--- src/rtl/crc2s_pkg.sv ---
package crc2s_pkg;

   typedef enum logic [1:0] {
      EM_FIRST  = 2'd0,
      EM_SECOND = 2'd1,
      EM_SPENT  = 2'd2
   } emit_st_e;

   // One step of the two-bit recurrence.
   function automatic logic [1:0] crc2_step(input logic [1:0] cur, input logic din);
      logic t;
      t = cur[0] ^ din;
      return {t, t ^ cur[1]};
   endfunction

endpackage

--- src/rtl/crc2s_counter.sv ---
module crc2s_counter #(
   parameter int FRAME_BITS = 65,
   localparam int CNT_W = $clog2(FRAME_BITS + 1)
) (
   input  logic clk,
   input  logic rst_n,
   input  logic clr,
   input  logic vld,
   output logic take,
   output logic done
);
   localparam logic [CNT_W-1:0] LAST = CNT_W'(FRAME_BITS - 1);

   logic [CNT_W-1:0] cnt_q;
   logic             done_q;

   assign take = vld & ~done_q & ~clr;
   assign done = done_q;

   always_ff @(posedge clk or negedge rst_n) begin
      if (!rst_n) begin
         cnt_q  <= '0;
         done_q <= 1'b0;
      end else if (clr) begin
         cnt_q  <= '0;
         done_q <= 1'b0;
      end else if (take) begin
         cnt_q <= cnt_q + CNT_W'(1);
         if (cnt_q == LAST) begin
            done_q <= 1'b1;
         end
      end
   end
endmodule

--- src/rtl/crc2s_core.sv ---
module crc2s_core
   import crc2s_pkg::*;
#(
   parameter int CRC_W = 2
) (
   input  logic             clk,
   input  logic             rst_n,
   input  logic             clr,
   input  logic             take,
   input  logic             din,
   output logic [CRC_W-1:0] crc
);
   logic [CRC_W-1:0] crc_q;

   always_ff @(posedge clk or negedge rst_n) begin
      if (!rst_n) begin
         crc_q <= '0;
      end else if (clr) begin
         crc_q <= '0;
      end else if (take) begin
         crc_q <= crc2_step(crc_q, din);
      end
   end

   assign crc = crc_q;
endmodule

--- src/rtl/crc2s_emitter.sv ---
module crc2s_emitter
   import crc2s_pkg::*;
#(
   parameter int CRC_W     = 2,
   parameter bit MSB_FIRST = 1'b1
) (
   input  logic             clk,
   input  logic             rst_n,
   input  logic             clr,
   input  logic             req,
   input  logic             ready,
   input  logic [CRC_W-1:0] crc,
   output logic             vld,
   output logic             bit_o,
   output logic             last
);
   emit_st_e st_q;
   logic     first_bit;
   logic     second_bit;

   generate
      if (MSB_FIRST) begin : g_msb
         assign first_bit  = crc[1];
         assign second_bit = crc[0];
      end else begin : g_lsb
         assign first_bit  = crc[0];
         assign second_bit = crc[1];
      end
   endgenerate

   always_ff @(posedge clk or negedge rst_n) begin
      if (!rst_n) begin
         st_q  <= EM_FIRST;
         vld   <= 1'b0;
         bit_o <= 1'b0;
         last  <= 1'b0;
      end else if (clr) begin
         st_q <= EM_FIRST;
         vld  <= 1'b0;
         last <= 1'b0;
      end else if (req && ready && st_q != EM_SPENT) begin
         vld <= 1'b1;
         if (st_q == EM_FIRST) begin
            bit_o <= first_bit;
            last  <= 1'b0;
            st_q  <= EM_SECOND;
         end else begin
            bit_o <= second_bit;
            last  <= 1'b1;
            st_q  <= EM_SPENT;
         end
      end else begin
         vld  <= 1'b0;
         last <= 1'b0;
      end
   end
endmodule

--- src/rtl/crc2s_gen.sv ---
module crc2s_gen #(
   parameter int FRAME_BITS = 65,
   parameter int CRC_W      = 2,
   parameter bit MSB_FIRST  = 1'b1
) (
   input  logic             clk,
   input  logic             rst_n,
   input  logic             clr_i,
   input  logic             bit_vld_i,
   input  logic             bit_i,
   input  logic             out_req_i,
   output logic             done_o,
   output logic [CRC_W-1:0] crc_o,
   output logic             out_vld_o,
   output logic             out_bit_o,
   output logic             out_last_o
);
   generate
      if (FRAME_BITS < 2) begin : g_bad_len
         $error("crc2s_gen: FRAME_BITS must be at least 2");
      end
      if (CRC_W != 2) begin : g_bad_width
         $error("crc2s_gen: recurrence is defined for CRC_W == 2 only");
      end
   endgenerate

   logic take;

   crc2s_counter #(.FRAME_BITS(FRAME_BITS)) u_cnt (
      .clk  (clk),
      .rst_n(rst_n),
      .clr  (clr_i),
      .vld  (bit_vld_i),
      .take (take),
      .done (done_o)
   );

   crc2s_core #(.CRC_W(CRC_W)) u_core (
      .clk  (clk),
      .rst_n(rst_n),
      .clr  (clr_i),
      .take (take),
      .din  (bit_i),
      .crc  (crc_o)
   );

   crc2s_emitter #(.CRC_W(CRC_W), .MSB_FIRST(MSB_FIRST)) u_emit (
      .clk  (clk),
      .rst_n(rst_n),
      .clr  (clr_i),
      .req  (out_req_i),
      .ready(done_o),
      .crc  (crc_o),
      .vld  (out_vld_o),
      .bit_o(out_bit_o),
      .last (out_last_o)
   );
endmodule

--- config.mk ---
export PLATFORM = sky130hd
export DESIGN_NAME = crc2s_gen
export DESIGN_NICKNAME = d
export VERILOG_FILES = /design/src/rtl/crc2s_pkg.sv /design/src/rtl/crc2s_counter.sv /design/src/rtl/crc2s_core.sv /design/src/rtl/crc2s_emitter.sv /design/src/rtl/crc2s_gen.sv
export SDC_FILE = /design/constraint.sdc
export NUM_CORES = 1
export LEC_CHECK = 0
export BUFFER_PORTS_ARGS = -buffer_cell sky130_fd_sc_hd__buf_4
export CAP_MARGIN = 20
export CORE_UTILIZATION = 35
export DETAILED_ROUTE_END_ITERATION = 16
export PLACE_DENSITY_LB_ADDON = 0.12
export SYNTH_ARGS = -nofsm -noshare
export SYNTH_HDL_FRONTEND = slang
export SYNTH_SLANG_ARGS = --single-unit
--- constraint.sdc ---
create_clock -name clk -period 1.5 [get_ports clk]
set_input_delay 0.3 -clock clk [delete_from_list [all_inputs] [get_ports clk]]
set_output_delay 0.3 -clock clk [all_outputs]
set_load 0.05 [all_outputs]
=== Word-level counts from Yosys, hierarchy flattened ===
Index checks and enable logic that the tools add are counted.
W data, S select, Z words.

* Register bits: 15
* Bits of input ports: 6

* $add $sub $neg: 1
* Equality and inequality tests: 2
* Muxes and demuxes: 16
* Bitwise gates (word level): 6
* Reduce and logical (&&, ||, !) cells: 8

{| class="wikitable"
|+ Operators by type and width
! kind !! number
|-
| $mux W7 || 2
|-
| $mux W2 || 5
|-
| $mux W1 || 9
|-
| $add A7 B1 Y7 const B || 1
|-
| $eq A7 B7 Y1 const B || 1
|-
| $reduce_bool A2 Y1 || 3
|-
| $reduce_and A2 Y1 || 2
|-
| $and A1 B1 Y1 || 2
|-
| $logic_and A1 B1 Y1 || 2
|-
| $logic_not A2 Y1 || 1
|-
| $ne A2 B2 Y1 const B || 1
|-
| $not A1 Y1 || 2
|-
| $xor A1 B1 Y1 || 2
|}

=== Logic depth before layout (Yosys ltp) ===
Gate-level depths: netlist of run 1.

* Depth after elaboration: 5
* Depth in mapped cells: 5
* Gate-level depth less buffers: 5

=== Modules after synthesis ===
A second synthesis of run 1 with hierarchy kept.

* Cells, all modules: 69
* Area, all modules: 748.2 um2

{| class="wikitable"
|+ Modules (own cells, without submodules)
! module !! times used !! cells an instance !! area each (um2) !! sequential area each (um2)
|-
| crc2s_counter || 1 || 43 || 434.2 || 200.2
|-
| crc2s_emitter || 1 || 16 || 211.5 || 125.1
|-
| crc2s_core || 1 || 10 || 102.6 || 50.0
|}

=== Least setup slack after synthesis of run 1 ===
Ideal clock, no wire load.

* Kind: flip-flop to flip-flop
* Start point: register u_cnt.done_q (netlist: u_cnt.done)
* End point: register u_emit.bit_o
* Setup time: 0.125 ns
* Data arrival time: 1.367 ns
* Path slack: 0.009 ns
* Cell stages (with the launch flop): 4
* Buffers on the path: 0
* Clock period less this slack: 1.491 ns
* Cells stage by stage: dfrtp_1 > nand2_1 > nor3_2 > mux2_2

* Word-level cells in the longest chain between the ends: 3

{| class="wikitable"
|+ RTL lines
! what !! line !! text
|-
| from (decl) || crc2s_counter.sv:15 || <nowiki>logic done_q;</nowiki>
|-
| from (signal assigned) || crc2s_counter.sv:23 || <nowiki>done_q <= 1'b0;</nowiki>
|-
| from (signal assigned) || crc2s_counter.sv:26 || <nowiki>done_q <= 1'b0;</nowiki>
|-
| from (signal assigned) || crc2s_counter.sv:30 || <nowiki>done_q <= 1'b1;</nowiki>
|-
| $logic_and A1 B1 Y1 (2 in a row) || crc2s_emitter.sv:41 || <nowiki>end else if (req && ready && st_q != EM_SPENT) begin</nowiki>
|-
| $reduce_and A2 Y1 (no source line) || - ||
|-
| to (signal assigned) || crc2s_emitter.sv:44 || <nowiki>bit_o <= first_bit;</nowiki>
|-
| to (signal assigned) || crc2s_emitter.sv:48 || <nowiki>bit_o <= second_bit;</nowiki>
|-
| to (decl) || crc2s_emitter.sv:14 || <nowiki>output logic bit_o,</nowiki>
|}

No other way between the ends.
A chain may end at the register's enable or synchronous reset.

=== Worst setup path after layout of run 1 ===
* Start point: register u_emit.st_q[1]
* End point: register u_emit.bit_o

* Word-level cells in the longest chain between the ends: 3
* Elaborated cells on any way between the ends: 5

{| class="wikitable"
|+ RTL lines
! what !! line !! text
|-
| from (decl) || crc2s_emitter.sv:17 || <nowiki>emit_st_e st_q;</nowiki>
|-
| from (signal assigned) || crc2s_emitter.sv:33 || <nowiki>st_q <= EM_FIRST;</nowiki>
|-
| from (signal assigned) || crc2s_emitter.sv:38 || <nowiki>st_q <= EM_FIRST;</nowiki>
|-
| from (signal assigned) || crc2s_emitter.sv:46 || <nowiki>st_q <= EM_SECOND;</nowiki>
|-
| $ne A2 B2 Y1 || crc2s_emitter.sv:41 ||
|-
| $logic_and A1 B1 Y1 || crc2s_emitter.sv:41 ||
|-
| $reduce_and A2 Y1 (no source line) || - ||
|}

Parallel ways exist; a longest one is shown, timed or not.

==> impl_metrics.ini, run 1 <==
[run_status]
status = completed

[critical_path]
worst-path-stages = 3
r2r_slack_ns = 0.18
crit_start = u_emit.st_q[1]
criticalPathCategory = reg2reg
path_buf_inv = 0
startpoint_type = flip-flop
worstPathMaxFanout = 3
cpLargestDelayFamily = multiplexers
r2r_cells = 3
r2r_end = u_emit.bit_o
end_kind = flip-flop
worstPathRequired_ns = 1.68
arrival_ns = 1.50
cpPeakStageDelay_ns = 0.41
crit_slowest_cell = dfrtp_1
r2r-start = u_emit.st_q[1]
timing.critical_path.mode_cell = mux2_2
crit_chain = nor2_1 -> mux2_2 -> mux2_2
worstSetupEndpoint = u_emit.bit_o

[grt]
grt_pass1_wl_mm = 2.14
grt-ovfl-total = 0
grt_pass1_vias = 478
grt_max_degree = 17
antenna_found_initial = 0
grt_use_total_pct = 14.3

[detailed_routing]
vias = 541
drt-initial-drc-count = 12
routedWlPerCell_microns = 11.9
antenna_left = 0
drc = 0
drt-total-wl_mm = 1.33
viasPerCell = 4.87
first_pass_iters = 4

[min_path]
min_path_type = in2reg
min-delay-start = out_req_i
whs_path_depth = 3

[timing]
fmax_mhz = 758
maxSlewHeadroom_pct = 85.2
rsz0062_at_grt = no
fin_setup_tns_ns = 0
post-route-period-util_pct = 87.9
max_slew.worst_pin.slew_ns = 0.221
slew_violations = 0
period_needed_ns = 1.32
fin_skew_ns = 0.00456
setup_viol = 0
finalHoldViolCount = 0

[cts]
htree_num_levels = 1
cts_root_buffer = clkbuf_4
cts_tree = built
clkLatencyLatePin_ns = 0.28
clk_path_buf_depth = 2
cts_resized = 0
post_cts.repair.setup_buffers = 0
cts.sinks = 15
cts_buffers = 3
cts.clk_slew.worst_paths_ns = 0.09

[final_layout]
finish.utilization_pct = 44.8
antenna_cells = 0
drive_gt1_share_pct = 22.6
final_net_count = 93
syn2layout_area_growth_pct = 20.4

[floorplan]
die_y_microns = 47.7
die_area_sq_um = 2270
core_region_area_sq_um = 1960
rows = 16
boundaryPins = 12
start_util_pct = 37.2
die_w_microns = 47.7

[pwr]
p_leak_nw = 0.437
p_sw_uw = 203
p_comb_share_pct = 12.9
intPower_uw = 558
clkPwrFrac_pct = 30.7
sw_frac_of_total_pct = 26.6
irDropWorstVdd_uv = 512
p_seq_share_pct = 56.4
power_density_nw_per_um2 = 867

[run]
cap_violations = 0

[yosys]
syn_nets = 77
synth-seq-cells = 15
ys_types = 28
yosys_warnings = 0
netlist_area_sq_um = 729
postSynthCellCount = 69
synthArstFlopShare_pct = 100
avgSynthCellArea_sq_um = 10.6
ys_seq_area_share_pct = 51.5
synthFlopType = dfrtp_1
synth_edf_count = 0

[placed_design]
hpwl_microns = 943
portBuffers = 11
gp_congestion = 0.725
[cell families after synthesis]
kind of cell | count (synthesis) | share of synthesized area, %
DFF | 15 | 51.5
muxes | 5 | 7.38
buffers and inverters | 5 | 3.09
AOI/OAI and AO/OA | 11 | 8.58
and+or+nand+nor | 27 | 21.3
adders and majority gates | 2 | 3.43
xor gates and xnor gates | 4 | 4.80
[final cells by class]
type                    count  area [sq um]
inverters                   3          11.3
fillers                   210          1080
multi-input cells          49           332
repair buffers             13           100
flip-flops and latches     15           375
well taps                  27          33.8
clock buffers               4          26.3
[state kept, by name (all words and copies together), names as in the netlist]
register	cells
u_cnt.cnt_q	7
u_core.crc	2
u_emit.st_q	2
u_cnt.done	1
u_emit.bit_o	1
u_emit.last	1
u_emit.vld	1
[worst register-to-register path, stage by stage (launching register included)]
cell     delay (ns)
dfrtp_1        0.41
nor2_1         0.20
mux2_2         0.35
mux2_2         0.26
[per-stage QoR]
step                worst slack (ns)  instances  cell area (sq um)  power (mW)  hold WS, ns
global placement               0.184        106                842       0.534        0.167
CTS                            0.174        111                878       0.772        0.286
detailed placement             0.180        106                842       0.534        0.166
floorplan                    0.00868         69                729       0.493      0.00441
finish                         0.181        111                878       0.761        0.293
global route                   0.103        111                878       0.801        0.307
[cell usage in the layout (no fill, tap or decap), drive strengths merged]
cell type	count
dfrtp	15
buf	12
nor2	10
a21oi	5
clkbuf	4
inv	3
nor2b	3
o21ai	3
or3	3
mux2	3
xnor2	2
xor2	2
nand3	2
mux2i	2
ha	2
nor3	2
nand2	1
nor4	1
nand2b	1
a31o	1
and4b	1
nand4b	1
nand4	1
a31oi	1
nand3b	1
a211oi	1
dlygate4sd3	1
[cell usage after synthesis (2+ instances only)]
| cell | count | area share (%) |
|---|---|---|
| mux2_2 | 2 | 3.1 |
| a21oi_1 | 5 | 3.4 |
| xor2_1 | 2 | 2.4 |
| nor2b_1 | 3 | 2.6 |
| nand3_1 | 2 | 1.4 |
| o21ai_0 | 3 | 2.1 |
| or3_1 | 3 | 2.6 |
| nor2_1 | 10 | 5.1 |
| ha_1 | 2 | 3.4 |
| xnor2_1 | 2 | 2.4 |
| inv_1 | 3 | 1.5 |
| mux2i_1 | 2 | 2.7 |
| dfrtp_1 | 15 | 51 |
[what timing repair did]
item,4_1_cts,5_1_grt
endpoints found under the setup margin,0,0
hold buffers,1,0
endpoints found under the hold margin,15,0
[power by group through the flow]
stage	Sequential, mW	Combinational [mW]	Clock [mW]
floorplan	0.453	0.0401	0
global placement	0.438	0.0956	0
detailed placement	0.438	0.0967	0
CTS	0.430	0.0998	0.243
global route	0.432	0.110	0.259
finish	0.429	0.0982	0.234
[worst min-delay path by stage]
stage | slack [ns] | endpoint
after floorplan | 0.004 | u_cnt.cnt_q[0]
after global placement | 0.17 | u_cnt.cnt_q[6]
after detailed placement | 0.17 | u_cnt.cnt_q[4]
after CTS | 0.29 | u_emit.st_q[1]
after global routing | 0.31 | u_core.crc[1]
final | 0.29 | u_emit.st_q[1]
[layer usage]
layer	vias up	wire [microns]	track usage, %
met3	2	80	6.79
li1	271	-	-
met1	252	661	19.2
met2	16	570	20.3
met5	-	0	0
met4	0	12	5.00
(Power assumes the default switching activity.)
==> run 2: changes to the inputs <==
--- a/config.mk
+++ b/config.mk
@@ -12,4 +12,5 @@
 export PLACE_DENSITY_LB_ADDON = 0.12
 export SYNTH_ARGS = -nofsm -noshare
 export SYNTH_HDL_FRONTEND = slang
+export SYNTH_HIERARCHICAL = 1
 export SYNTH_SLANG_ARGS = --single-unit
==> impl_metrics.ini, run 2 <==
[run_status]
status = completed

[grt]
grt_pass1_wl_mm = 1.99
grt_use_total_pct = 13.3
antenna_found_initial = 0
grt_pass1_vias = 460
grt-ovfl-total = 0
grt_max_degree = 18

[critical_path]
crit_slowest_cell = dfrtp_2
cpPeakStageDelay_ns = 0.45
cpLargestDelayFamily = simple AND/OR/NAND/NOR gates
r2r_end = u_core/crc[0]
path_buf_inv = 0
criticalPathCategory = reg2reg
worstPathMaxFanout = 7
r2r_cells = 4
arrival_ns = 1.57
r2r-start = u_cnt/done
r2r_slack_ns = 0.11
end_kind = flip-flop
worstPathRequired_ns = 1.67
startpoint_type = flip-flop
crit_chain = and2b_2 -> nor2b_1 -> a21oi_1 -> a31o_1

[final_layout]
final_cell_mix = dfrtp_1 (14), buf_4 (11), nor2_1 (9), a21oi_1 (5)
largest_register = u_cnt/cnt_q
syn2layout_area_growth_pct = 20.2
drive_gt1_share_pct = 27.4
final_cell_count_no_fill = 111
multiInputGateArea_sq_um = 362
finish.utilization_pct = 45.4
fill_cells = 192
final_common_cell = dfrtp_1
antenna_cells = 0
seq_area_sq_um = 377
largest_reg_flops = 7
final_net_count = 93

[yosys]
yosys_warnings = 6
synthTopCellsByArea = dfrtp_1 (50%), nor2_1 (4.5%), mux2_4 (4.0%)
synth_largest_area_cell = dfrtp_1
synth_edf_count = 0
netlist_area_sq_um = 748
synth_most_common_cell = dfrtp_1
avgSynthCellArea_sq_um = 10.8
postSynthCellCount = 69
ys_seq_area_share_pct = 50.2
synthArstFlopShare_pct = 100
synth_common_cells = dfrtp_1 (15), nor2_1 (9), a21oi_1 (5)
syn_nets = 77
synthFlopType = dfrtp_1
yosys.area.top_type_share_pct = 50.2
ys_types = 29
synth-seq-cells = 15

[floorplan]
die_y_microns = 48.2
die_area_sq_um = 2330
die_w_microns = 48.2
core_region_area_sq_um = 1980
rows = 16
start_util_pct = 37.8
boundaryPins = 12

[cts]
cts_buffers = 3
cts_root_buffer = clkbuf_4
cts_tree = built
clk_path_buf_depth = 2
cts.sinks = 15
post_cts.repair.setup_buffers = 0
clkLatencyLatePin_ns = 0.28
cts.clk_slew.worst_paths_ns = 0.09
htree_num_levels = 1

[min_path]
min-delay-start = out_req_i
min_path_type = in2reg
holdPathEnd = u_emit/st_q[1]
whs_path_depth = 3

[pwr]
p_leak_nw = 0.433
power_density_nw_per_um2 = 822
irDropWorstVdd_uv = 493

[timing]
setup_viol = 0
fin_ws_ns = 0.108
fin_setup_tns_ns = 0
max_slew.worst_pin.slew_ns = 0.240
period_needed_ns = 1.39
fin_skew_ns = 0.00482
rsz0062_at_grt = no
fmax_mhz = 718
maxSlewHeadroom_pct = 83.8
post-route-period-util_pct = 92.8
finalHoldViolCount = 0
slew_violations = 0

[detailed_routing]
first_pass_iters = 4
drt-total-wl_mm = 1.30
routedWlPerCell_microns = 11.7
drt-initial-drc-count = 7
viasPerCell = 4.86
drc = 0
vias = 539
antenna_left = 0

[run]
cap_violations = 0

[placed_design]
portBuffers = 11
gp_congestion = 0.725
hpwl_microns = 928
pre_cts_ws_ns = 0.139
placed_cells = 106
-- run 2: per-layer routing --
| layer | share of wire [%] | global-route usage [%] | wire length (microns) |
|---|---|---|---|
| met5 | 0 | 0 | 0 |
| met4 | 1.2 | 5.00 | 15 |
| met3 | 5.2 | 6.67 | 68 |
| met2 | 45 | 19.2 | 585 |
| met1 | 48 | 16.9 | 627 |
-- run 2: final cells by class --
type	count	share of cell area, %
clock inverters	1	0.556
clock buffers	3	2.50
repair buffers	12	10.3
inverters	2	0.834
well taps	27	3.76
flip-flops and latches	15	41.9
multi-input cells	51	40.2
-- run 2: report_power, final --
group | total, mW | internal (mW) | switching [mW]
Sequential | 0.426 | 0.413 | 0.0131
Clock | 0.226 | 0.0989 | 0.127
Combinational | 0.0876 | 0.0370 | 0.0507
Total | 0.740 | 0.549 | 0.191
-- run 2: metrics by stage --
| stage | power (mW) | hold slack, ns | cell area [sq um] |
|---|---|---|---|
| after global placement | 0.522 | 0.167 | 862 |
| final | 0.740 | 0.292 | 900 |
| after detailed placement | 0.521 | 0.166 | 862 |
| after floorplan | 0.483 | 0.00441 | 749 |
| after global routing | 0.787 | 0.310 | 900 |
| after CTS | 0.758 | 0.282 | 900 |
-- run 2: how the worst max path moves through the flow --
stage               startpoint       endpoint  cells after the start
global placement    u_cnt/done  u_core/crc[0]                      4
finish              u_cnt/done  u_core/crc[0]                      4
CTS                 u_cnt/done  u_core/crc[0]                      4
detailed placement  u_cnt/done  u_core/crc[0]                      4
global route        u_cnt/done  u_core/crc[0]                      4
floorplan           u_cnt/done  u_core/crc[0]                      4
-- run 2: logic make-up (layout without fill, tap and decap cells) --
| family | count (synthesis) | after routing | synth area share [%] |
|---|---|---|---|
| simple gates | 29 | 29 | 23.7 |
| mux | 5 | 5 | 8.19 |
| xor+xnor | 4 | 4 | 4.68 |
| buf+inv | 3 | 18 | 1.50 |
| flops | 15 | 15 | 50.2 |
| fa+ha+maj | 2 | 2 | 3.34 |
| compound gates | 11 | 11 | 8.36 |
-- run 2: repair_timing --
item / in CTS / in global routing
resized for setup: 0 / 0
hold buffers: 1 / 0
endpoints found under the hold margin: 15 / 0
endpoints found under the setup margin: 0 / 0
-- run 2: worst min-delay path: stages --
cell	delay (ns)
buf_4	0.09
a31oi_1	0.07
nor2_1	0.08
==> run 3: changes to the inputs <==
--- a/config.mk
+++ b/config.mk
@@ -7,6 +7,7 @@
 export LEC_CHECK = 0
 export BUFFER_PORTS_ARGS = -buffer_cell sky130_fd_sc_hd__buf_4
 export CAP_MARGIN = 20
+export CORE_ASPECT_RATIO = 0.9
 export CORE_UTILIZATION = 35
 export DETAILED_ROUTE_END_ITERATION = 16
 export PLACE_DENSITY_LB_ADDON = 0.12
==> impl_metrics.ini, run 3 (synthesized netlist as in run 2, its figures left out) <==
[final_layout]
stdcell_area_sq_um = 896
final_common_cell = dfrtp_1
fill_cells = 186
syn2layout_area_growth_pct = 19.7
largest_register = u_cnt/cnt_q
largest_reg_flops = 7
final_net_count = 93
antenna_cells = 0
drive_gt1_share_pct = 26.2
final_cell_mix = dfrtp_1 (14), buf_4 (11), nor2_1 (9), a21oi_1 (5)

[timing]
rsz0062_at_grt = no
fmax_mhz = 727
fin_setup_tns_ns = 0
finalHoldViolCount = 0
period_needed_ns = 1.37
setup_viol = 0
maxSlewHeadroom_pct = 83.7
max_slew.worst_pin.slew_ns = 0.243
fin_skew_ns = 0.00362
post-route-period-util_pct = 91.6
slew_violations = 0

[placed_design]
portBuffers = 11
dpl_cell_area_sq_um = 860
gp_congestion = 0.724
hpwl_microns = 937

[floorplan]
die_w_microns = 50.7
start_util_pct = 38.0
boundaryPins = 12
rows = 15
die_y_microns = 45.9
die_area_sq_um = 2330
core_region_area_sq_um = 1970

[detailed_routing]
drt-initial-drc-count = 6
routedWlPerCell_microns = 11.8
first_pass_iters = 4
drc = 0
drt-total-wl_mm = 1.29
antenna_left = 0
viasPerCell = 5.05
vias = 550

[cts]
htree_num_levels = 1
cts.sinks = 15
cts_tree = built
cts_root_buffer = clkbuf_4
cts_resized = 0
post_cts.repair.setup_buffers = 0
cts.clk_slew.worst_paths_ns = 0.09
clk_path_buf_depth = 2
cts_buffers = 3
postCtsHoldBufs = 1
clkLatencyLatePin_ns = 0.28

[pwr]
irDropWorstVdd_uv = 682
p_sw_uw = 186
p_seq_share_pct = 57.6
power_density_nw_per_um2 = 826
sw_frac_of_total_pct = 25.2
clkPwrFrac_pct = 30.6
p_leak_nw = 0.431
p_comb_share_pct = 11.8
intPower_uw = 553

[critical_path]
criticalPathCategory = reg2reg
path_buf_inv = 0
cpLargestDelayFamily = simple AND/OR/NAND/NOR gates
worstPathMaxFanout = 7
worstPathRequired_ns = 1.67
cpPeakStageDelay_ns = 0.45
arrival_ns = 1.55
end_kind = flip-flop
crit_chain = and2b_2 -> nor2b_1 -> a21oi_1 -> a31o_1
crit_slowest_cell = dfrtp_2
startpoint_type = flip-flop

[min_path]
min_path_type = in2reg

[grt]
grt_max_degree = 18
grt_pass1_wl_mm = 2.10
grt_pass1_vias = 470
grt-ovfl-total = 0
antenna_found_initial = 0
grt_use_total_pct = 13.4

[run]
cap_violations = 0

[run_status]
status = completed
-- run 3: cell types whose count changed in the layout (fill, tap and decap cells not counted), sizes merged --
cell    before  now
clkbuf       3    4
clkinv       1    0
-- run 3: per-layer routing --
metal	wire length [microns]	part of all wire [%]	up-vias	GRT usage, %
met5	0	0	-	0
met4	12	0.93	0	5.00
met3	67	5.2	2	8.33
met2	590	46	9	20.5
met1	620	48	263	15.4
li1	-	-	276	-
-- run 3: through the flow --
step           cells  power (mW)  hold slack, ns  util [%]  worst slack [ns]
3_3_place_gp     104       0.522           0.169      43.6             0.180
2_1_floorplan     69       0.483         0.00441         -            0.0889
5_1_grt          109       0.791           0.289      45.5            0.0431
6_report         109       0.740           0.292      45.5             0.125
4_1_cts          109       0.757           0.287      45.5             0.121
3_5_place_dp     104       0.522           0.166      43.6             0.138
-- run 3: final timing paths --
path	slack (ns)	from	depth (start not counted)	endpoint
max	0.13	u_cnt/done	4	u_core/crc[0]
min	0.29	out_req_i	3	u_emit/st_q[1]
min in group asynchronous	0.40	rst_n	2	u_cnt/cnt_q[6]
max in group asynchronous	0.91	rst_n	2	u_cnt/done
max reg2reg	0.13	u_cnt/done	4	u_core/crc[0]
min reg2reg	0.54	u_emit/bit_o	1	u_emit/bit_o
-- run 3: worst reg2reg max path: cells and delay by family, from the launching register on --
family,cells,cell delay [ns]
AND/OR/NAND/NOR,2,0.53
flip-flops,1,0.45
AO/OA/AOI/OAI,2,0.30
-- run 3: cell type report --
type	count	area, sq um	area share [%]
Clock buffer	4	26.3	2.93
Inverter	2	7.51	0.838
Multi-Input combinational cell	51	362	40.4
Sequential cell	15	377	42.0
Tap cell	25	31.3	3.49
Timing Repair Buffer	12	92.6	10.3
-- run 3: power groups by stage --
stage	Sequential, mW	Clock, mW	Combinational, mW
2_1_floorplan	0.445	0	0.0382
3_3_place_gp	0.434	0	0.0878
3_5_place_dp	0.434	0	0.0877
4_1_cts	0.426	0.241	0.0901
5_1_grt	0.429	0.265	0.0972
6_report	0.426	0.226	0.0876
